--- config.mk ---
export PLATFORM = sky130hd
export DESIGN_NAME = dcp_prefetcher
export DESIGN_NICKNAME = d
export VERILOG_FILES = /design/src/rtl/dcp_pkg.sv /design/src/rtl/dcp_hash.sv /design/src/rtl/dcp_rec_table.sv /design/src/rtl/dcp_delta_table.sv /design/src/rtl/dcp_prefetcher.sv
export SDC_FILE = /design/constraint.sdc
export NUM_CORES = 2
export LEC_CHECK = 0
export BUFFER_PORTS_ARGS = -buffer_cell sky130_fd_sc_hd__buf_2
export CAP_MARGIN = 15
export CORE_ASPECT_RATIO = 0.75
export CORE_MARGIN = 2
export CORE_UTILIZATION = 50
export CTS_CLUSTER_SIZE = 25
export DETAILED_ROUTE_END_ITERATION = 7
export GPL_TIMING_DRIVEN = 0
export PLACE_DENSITY = 0.66
export SYNTH_ARGS = -nofsm -noshare
export SYNTH_HDL_FRONTEND = slang
export SYNTH_HIERARCHICAL = 1
export SYNTH_SLANG_ARGS = --single-unit
--- constraint.sdc ---
create_clock -name clk -period 11.5 [get_ports clk]
set_input_delay 0 -clock clk [delete_from_list [all_inputs] [get_ports clk]]
set_output_delay 0 -clock clk [all_outputs]
set_load 0.01 [all_outputs]
--- src/rtl/dcp_pkg.sv ---
package dcp_pkg;

    localparam int TAG_W   = 16;
    localparam int LOW_W   = 16;
    localparam int CONF_W  = 2;
    localparam int HSHIFT  = 5;

    typedef logic [TAG_W-1:0]  tag_t;
    typedef logic [LOW_W-1:0]  low_t;
    typedef logic [CONF_W-1:0] conf_t;

    typedef struct packed {
        logic  valid;
        tag_t  tag;
        low_t  last;
        conf_t conf;
    } rec_t;

    function automatic conf_t conf_step(input conf_t c, input logic agree);
        conf_t r;
        if (agree) r = (c == conf_t'(3)) ? c : c + conf_t'(1);
        else       r = (c == conf_t'(0)) ? c : c - conf_t'(1);
        return r;
    endfunction

endpackage

--- src/rtl/dcp_hash.sv ---
module dcp_hash #(
    parameter int HIST_W = 6,
    parameter int DELTA_W = 16,
    parameter int SHIFT = 5
) (
    input  logic [HIST_W-1:0]  hist_i,
    input  logic [DELTA_W-1:0] delta_i,
    output logic [HIST_W-1:0]  hist_o
);
    localparam int PIECES = (DELTA_W + HIST_W - 1) / HIST_W;
    localparam int PAD_W  = PIECES * HIST_W;
    localparam int EXT_W  = HIST_W + SHIFT;

    logic [PAD_W-1:0]  padded;
    logic [EXT_W-1:0]  moved;
    logic [HIST_W-1:0] folded;

    always_comb begin
        padded = PAD_W'(delta_i);
        folded = '0;
        for (int i = 0; i < PIECES; i++) begin
            folded = folded ^ padded[i*HIST_W +: HIST_W];
        end
        moved  = EXT_W'(hist_i) << SHIFT;
        hist_o = moved[HIST_W-1:0] ^ folded;
    end
endmodule

--- src/rtl/dcp_rec_table.sv ---
module dcp_rec_table
    import dcp_pkg::*;
#(
    parameter int IDX_W = 4,
    parameter int HIST_W = 6
) (
    input  logic              clk,
    input  logic              rst_n,
    input  logic [IDX_W-1:0]  rd_idx,
    output rec_t              rd_rec,
    output logic [HIST_W-1:0] rd_hist,
    input  logic              wr_en,
    input  logic [IDX_W-1:0]  wr_idx,
    input  rec_t              wr_rec,
    input  logic [HIST_W-1:0] wr_hist
);
    localparam int SLOTS = 1 << IDX_W;

    rec_t              rec_q  [SLOTS];
    logic [HIST_W-1:0] hist_q [SLOTS];

    assign rd_rec  = rec_q[rd_idx];
    assign rd_hist = hist_q[rd_idx];

    always_ff @(posedge clk or negedge rst_n) begin
        if (!rst_n) begin
            for (int i = 0; i < SLOTS; i++) begin
                rec_q[i]  <= '0;
                hist_q[i] <= '0;
            end
        end else if (wr_en) begin
            rec_q[wr_idx]  <= wr_rec;
            hist_q[wr_idx] <= wr_hist;
        end
    end
endmodule

--- src/rtl/dcp_delta_table.sv ---
module dcp_delta_table #(
    parameter int HIST_W = 6,
    parameter int DELTA_W = 16
) (
    input  logic               clk,
    input  logic               rst_n,
    input  logic [HIST_W-1:0]  rd_a_idx,
    output logic [DELTA_W-1:0] rd_a_val,
    input  logic [HIST_W-1:0]  rd_b_idx,
    output logic [DELTA_W-1:0] rd_b_val,
    input  logic               wr_en,
    input  logic [HIST_W-1:0]  wr_idx,
    input  logic [DELTA_W-1:0] wr_val
);
    localparam int ROWS = 1 << HIST_W;

    logic [DELTA_W-1:0] mem_q [ROWS];

    assign rd_a_val = mem_q[rd_a_idx];
    assign rd_b_val = mem_q[rd_b_idx];

    always_ff @(posedge clk or negedge rst_n) begin
        if (!rst_n) begin
            for (int i = 0; i < ROWS; i++) mem_q[i] <= '0;
        end else if (wr_en) begin
            mem_q[wr_idx] <= wr_val;
        end
    end
endmodule

--- src/rtl/dcp_prefetcher.sv ---
module dcp_prefetcher
    import dcp_pkg::*;
#(
    parameter int ADDR_W = 32,
    parameter int IDX_W  = 4,
    parameter int HIST_W = 6,
    parameter int DEG_W  = 4
) (
    input  logic                    clk,
    input  logic                    rst_n,
    input  logic                    trig_valid,
    input  logic [IDX_W+TAG_W-1:0]  trig_pc,
    input  logic [ADDR_W-1:0]       trig_addr,
    input  logic [DEG_W-1:0]        degree,
    output logic                    filt_req,
    output logic [ADDR_W-1:0]       filt_addr,
    input  logic                    filt_hit,
    output logic                    pf_valid,
    output logic [ADDR_W-1:0]       pf_addr
);
    localparam int EXT_W = ADDR_W - LOW_W;

    typedef struct packed {
        logic              pf_valid;
        logic [ADDR_W-1:0] pf_addr;
        logic [HIST_W-1:0] ch_hist;
        low_t              ch_last;
        logic [ADDR_W-1:0] ch_addr;
        logic [DEG_W-1:0]  ch_deg;
    } state_t;

    state_t state_d, state_q;

    // table interfaces
    logic [IDX_W-1:0]  slot;
    tag_t              tag_in;
    rec_t              rec_rd, rec_wr;
    logic [HIST_W-1:0] hist_rd, hist_wr;
    logic              rec_we;
    low_t              dt_old_val, dt_new_raw;
    logic [HIST_W-1:0] dt_b_idx;
    logic              dt_we;

    // datapath
    logic              tag_hit;
    low_t              act_delta, ch_delta, use_delta;
    conf_t             conf_nx;
    logic [HIST_W-1:0] hist_trig, hist_chain;
    logic [ADDR_W-1:0] base, pred;
    logic              trig_pred, chain_go, cand, issue;

    assign slot   = trig_pc[IDX_W-1:0];
    assign tag_in = trig_pc[IDX_W +: TAG_W];

    dcp_rec_table #(.IDX_W(IDX_W), .HIST_W(HIST_W)) u_rec (
        .clk(clk), .rst_n(rst_n),
        .rd_idx(slot), .rd_rec(rec_rd), .rd_hist(hist_rd),
        .wr_en(rec_we), .wr_idx(slot), .wr_rec(rec_wr), .wr_hist(hist_wr)
    );

    dcp_delta_table #(.HIST_W(HIST_W), .DELTA_W(LOW_W)) u_dt (
        .clk(clk), .rst_n(rst_n),
        .rd_a_idx(hist_rd), .rd_a_val(dt_old_val),
        .rd_b_idx(dt_b_idx), .rd_b_val(dt_new_raw),
        .wr_en(dt_we), .wr_idx(hist_rd), .wr_val(act_delta)
    );

    dcp_hash #(.HIST_W(HIST_W), .DELTA_W(LOW_W), .SHIFT(HSHIFT)) u_hash_trig (
        .hist_i(hist_rd), .delta_i(act_delta), .hist_o(hist_trig)
    );

    dcp_hash #(.HIST_W(HIST_W), .DELTA_W(LOW_W), .SHIFT(HSHIFT)) u_hash_chain (
        .hist_i(state_q.ch_hist), .delta_i(ch_delta), .hist_o(hist_chain)
    );

    always_comb begin
        state_d = state_q;

        tag_hit   = rec_rd.valid && (rec_rd.tag == tag_in);
        act_delta = trig_addr[LOW_W-1:0] - rec_rd.last;
        conf_nx   = conf_step(rec_rd.conf, act_delta == dt_old_val);
        ch_delta  = state_q.ch_addr[LOW_W-1:0] - state_q.ch_last;

        dt_b_idx  = trig_valid ? hist_trig : hist_chain;
        // same-cycle write to the entry being read returns the new delta
        use_delta = (trig_valid && hist_trig == hist_rd) ? act_delta : dt_new_raw;
        base      = trig_valid ? trig_addr : state_q.ch_addr;
        pred      = base + {{EXT_W{use_delta[LOW_W-1]}}, use_delta};

        trig_pred = trig_valid && tag_hit && conf_nx[1] && (degree != '0);
        chain_go  = !trig_valid && (state_q.ch_deg != '0) && (state_q.ch_hist != '0);
        cand      = trig_pred || chain_go;
        issue     = cand && (pred != '0) && (pred != base) && !filt_hit;

        filt_req  = cand;
        filt_addr = pred;

        // history record and delta table updates
        rec_we  = trig_valid;
        dt_we   = trig_valid && tag_hit;
        rec_wr.valid = 1'b1;
        rec_wr.tag   = tag_in;
        rec_wr.last  = trig_addr[LOW_W-1:0];
        rec_wr.conf  = tag_hit ? conf_nx : '0;
        hist_wr      = tag_hit ? hist_trig : '0;

        // output register
        state_d.pf_valid = issue;
        if (issue) state_d.pf_addr = pred;

        // chaining engine
        if (trig_valid) begin
            if (trig_pred) begin
                state_d.ch_hist = hist_trig;
                state_d.ch_last = trig_addr[LOW_W-1:0];
                state_d.ch_addr = pred;
                state_d.ch_deg  = degree - DEG_W'(1);
            end else begin
                state_d.ch_deg  = '0;
            end
        end else if (chain_go) begin
            state_d.ch_hist = hist_chain;
            state_d.ch_last = state_q.ch_addr[LOW_W-1:0];
            state_d.ch_addr = pred;
            state_d.ch_deg  = state_q.ch_deg - DEG_W'(1);
        end
    end

    always_ff @(posedge clk or negedge rst_n) begin
        if (!rst_n) state_q <= '0;
        else        state_q <= state_d;
    end

    assign pf_valid = state_q.pf_valid;
    assign pf_addr  = state_q.pf_addr;
endmodule

## Yosys cells after proc, flatten, opt, wreduce, memory -nomap -nowiden

Cells that the tools add are included.
Widths: inputs -> output; s select.

| cells by class | value |
|---|---|
| bitwise gates (word level) | 9 |
| add/sub/neg operators | 7 |
| multiplexer cells | 33 |
| reduce and logical (&&, ||, !) cells | 22 |
| $lt $le $gt $ge | 5 |
| equal/unequal tests | 6 |

Operators by type and width:

| cell | number |
|---|---|
| $bwmux 1024 | 1 |
| $bwmux 560 | 1 |
| $bmux 16 s6 | 2 |
| $bmux 35 s4 | 1 |
| $demux 35 s4 | 1 |
| $mux 58 | 2 |
| $mux 35 | 3 |
| $bwmux 96 | 1 |
| $demux 16 s6 | 1 |
| $mux 16 | 6 |
| $mux 54 | 1 |
| $add 32x32->32 | 1 |
| $eq 16x16->1 | 2 |
| $mux 32 | 1 |
| $ne 32x32->1 | 1 |
| $reduce_bool 32->1 | 1 |
| $sub 16x16->16 | 2 |
| $mux 6 | 5 |
| $bmux 6 s4 | 1 |
| $demux 6 s4 | 1 |
| $xor 6x6->6 | 4 |
| $ge 7x7->1 const B | 2 |
| $not 6->7 | 2 |
| $logic_and 1x1->1 | 12 |
| other kinds (20) | 27 |

| storage, ports and cells | value |
|---|---|
| register bits after elaboration | 1771 |
| logic and storage cells | 232 |
| output and inout port bits | 66 |

## Depth between registers and ports, before layout

| logic depth | value |
|---|---|
| word-level depth | 19 |
| mapped depth | 48 |
| mapped depth without buffers | 40 |

## Modules after synthesis

Netlist, hierarchy kept.

Modules (own cells, without submodules):

| module | area an instance (sq um) | cells an instance | instances | seq. area each (sq um) |
|---|---|---|---|---|
| dcp_delta_table | 54883.9 | 3478 | 1 | 25624.6 |
| dcp_rec_table | 29125.4 | 1792 | 1 | 16415.7 |
| dcp_prefetcher | 10102.2 | 1210 | 1 | 2277.2 |
| dcp_hash | 127.6 | 6 | 2 | 0.0 |

## Worst setup path after synthesis

No wires, ideal clock.

| timing | value |
|---|---|
| path kind | input port to flip-flop |
| start | in trig_pc[0] |
| end | reg state_q, in the netlist pf_addr[0] |
| setup time | 0.125 ns |
| slack | 1.918 ns |
| cell stages on the path | 40 |
| arrival time | 9.456 ns |
| path through | clkbuf_1 -> buf_2 -> mux4_2 -> a22oi_1 -> nand2_1 -> inv_1 -> ha_1 -> a21o_1 -> a221o_1 -> and3b_1 -> o32ai_1 -> xnor2_1 -> xor3_1 -> mux2_2 -> buf_6 -> buf_4 -> buf_4 -> mux4_2 -> [... 4 more ...] -> and2_1 -> a31oi_4 -> buf_6 -> inv_2 -> buf_2 -> ha_1 -> clkbuf_1 -> a21o_1 -> a21o_1 -> a221oi_1 -> o21ai_1 -> a41oi_2 -> xnor2_1 -> or4_1 -> nor4b_2 -> a211oi_2 -> buf_6 -> mux2_4 |

RTL lines:

| what | line | RTL |
|---|---|---|
| start, declared | dcp_prefetcher.sv:12 | `input logic [IDX_W+TAG_W-1:0] trig_pc,` |
| end signal, assigned | dcp_prefetcher.sv:131 | `else state_q <= state_d;` |
| end, declared | dcp_prefetcher.sv:32 | `state_t state_d, state_q;` |

==> results.md <==
- Share of the synthesized area in the top cell type: 47.0%
- Synth-to-Final Area Change: 12.5%
- Number of distinct library cells after synthesis: 100
- Post-Route Skew: 0.0544 ns
- Minimum setup slack after placement: -2.43 ns
- Top area cells in the synthesized netlist: dfrtp_1 (47%), mux2_2 (21%), mux4_2 (17%), mux2i_1 (1.2%), clkbuf_1 (1.1%)
- Netlist area before placement: 94400 um^2
- Most common library cell in the layout ignoring fill and taps: dfrtp_1
- Clock root buffer: clkbuf_16
- Run status: finished clean
- Worst slew margin: 6.04%
- Via density per instance: 6.78
- Nets: 7020
- Worst setup slack after layout: 0.276 ns
- Post-synthesis area per instance: 14.5 um^2
- Count of yosys warnings during synthesis: 6
- CP Max Fanout: 10
- Initial antenna violation count: 19
- Register area share after synthesis: 47.0%
- Height of the chip: 380 um
- Setup CP Type: reg2reg
- Share of cell area taken by muxes after synthesis: 39.3%
- Count of input and output buffers: 125
- Vias: 64900
- Number of ports placed on the die boundary: 126
- Slowest stage delay, CP: 0.59 ns
- Area fraction in compound gates after synthesis: 4.26%
- Global-route wire length before repair: 474 mm
- Cell mode on critical path: nand2_1
- Post-placement cell area: 98700 um^2
- Min cycle time layout: 11.22 ns
- Yosys top cell by area: dfrtp_1
- Number of H-tree levels: 4
- Final hold vios: 0
- Core box area: 188000 um^2
- Share of the synthesized netlist area taken by xor and xnor gates: 1.30%
- Routed wire length: 333 mm
- Async set-or-reset flop fraction in the synthesized netlist: 100%
- GRT overflow: 0
- Gate Count Post-Synth: 6492
- Post-synthesis share of cell area spent on and, or, nand and nor gates: 3.49%
- Layout Cell Area excl Fill: 106000 um^2
- First-pass iteration count of the detailed router: 6
- R2R Setup Slk: 0.28 ns
- Arrival time at the worst endpoint: 11.92 ns
- Fmax achieved: 89.1 MHz
- Post-DRT Antenna Nets: 0
- HPWL after detailed placement: 240 mm
- Effective utilization at floorplan: 50.2%
- # setup viols final: 0
- Die area: 192000 um^2
- Number of buffers added by the clock tree synthesis step: 182
- Routability congestion estimate from global placement: 1.09
- RSZ-0062 raised after global routing: no
- Slew @ Worst Pin: 1.41 ns
- EDFF count, synth: 0
- Clock tree buffer depth: 3
- Prevailing post-synth register cell: dfrtp_1
- Reported max-cap violation count: 0
- Worst-skew pair later-pin latency: 0.84 ns
- Worst endpoint required time: 12.20 ns
- Routed wire per std cell: 34.8 um
- Starting DRT DRC Count: 8659
- Post-detailed-route DRC marker count: 0
- Final critical-path share of the clock period: 97.6%
- Number of core rows: 138
- Clock transition at the registers of the reported paths: 0.06 ns
- Via count of the first global-routing pass: 64200
- Tightest Hold Check Type: in2reg
- CTS tree: done
- Clk sinks: 1771
- Commonest cells after routing, fill and taps aside: dfrtp_1 (1771), mux2_2 (1721), mux4_2 (696)
- Setup TNS: 0 ns
- Dominant combinational cell family by area after synthesis: multiplexers
- Fraction of layout cells with a size suffix above 1: 47.8%
- Slowest stage cell on the critical path: o32ai_4
- Endpoint type of the worst setup path: register
- Critical path launch point type: register
- Area share of fa/ha/maj cells after synthesis: 0.896%
- Largest net degree at the start of global routing: 173
- Global-route usage over all layers: 34.4%
- Number of synthesized register bits: 1771
- Final Slew Violations: 0
- Floorplan die width: 506 um
- Final hold slack: 0.0723 ns
## layer usage
metal	share of wire (%)	routed length (um)	vias to the layer above	GRT usage, %
met1	42	140000	34800	50.3
met5	0.26	858	-	2.01
met4	3.8	12700	32	11.6
li1	-	-	25500	-
met2	39	131000	3803	44.4
met3	14	47700	741	16.2
## cells in the mapped netlist (40+ instances only)
cell and instances:
dfrtp_1 1771, mux2_2 1723, mux4_2 696, clkbuf_1 282, nand2_1 204, buf_2 185, nor2_1 147, buf_4 127
mux2i_1 115, a22oi_1 110, inv_1 84, a21oi_1 76, xnor2_1 70, ha_1 62, o21ai_0 56, o221ai_1 51
nor2b_1 47, nand3_1 42, a211oi_1 40
## state kept, by name, indices dropped and copies added, names as in the netlist
register	count
u_rec/hist_q	96
pf_addr	32
u_rec/rec_q	560
pf_valid	1
state_q	58
u_dt/mem_q	1024
## stage by stage
stage / utilization (%) / instances
2_1_floorplan: - / 6498
3_3_place_gp: 52.2 / 9143
3_5_place_dp: 52.5 / 9169
4_1_cts: 56.3 / 9556
5_1_grt: 56.5 / 9563
6_report: 56.5 / 9570
## timing repair
item	CTS	global route
pin swaps	1	7
hold buffers	59	0
setup endpoints to repair	57	44
buffers inserted	1	6
gates resized for setup	57	83
endpoints found under the hold margin	1169	0
## cell families after synthesis
kind of cell             Yosys count
AND/OR/NAND/NOR                  665
other                              1
buffers and inverters            730
multiplexers                    2589
AO/OA/AOI/OAI                    554
adder cells (fa/ha/maj)           66
XOR/XNOR                         116
flip-flops                      1771
## worst max-delay path: cells and delay by family (launching register included)
family,cells,cell delay [ns]
DFF,1,0.37
buffers and inverters,4,1.33
AOI/OAI and AO/OA,13,4.30
and+or+nand+nor,9,2.44
adders and majority gates,2,0.61
muxes,4,1.33
xor gates and xnor gates,2,0.66
## worst paths after layout
kind / from / endpoint / cells past startpoint
min in group asynchronous: rst_n / u_rec/rec_q[530] / 4
min: trig_pc[5] / u_rec/rec_q[54] / 3
min reg2reg: state_q[24] / state_q[24] / 2
max reg2reg: u_rec/rec_q[426] / pf_addr[2] / 34
max: u_rec/rec_q[426] / pf_addr[2] / 34
max in group asynchronous: rst_n / u_dt/mem_q[495] / 7
## area by class of cell
| type | instances | area (um^2) |
|---|---|---|
| antenna | 9 | 22.5 |
| tap | 2520 | 3150 |
| multi-input combinational | 3997 | 47000 |
| fill | 15000 | 81900 |
| timing repair buffer | 221 | 1870 |
| clock buffer | 279 | 5480 |
| buffer | 636 | 3360 |
| sequential | 1771 | 44300 |
| clock inverter | 51 | 686 |
| inverter | 86 | 323 |
Power is not shown: default switching activity piles up to over one toggle a cycle in this logic, so the estimate is an artifact.
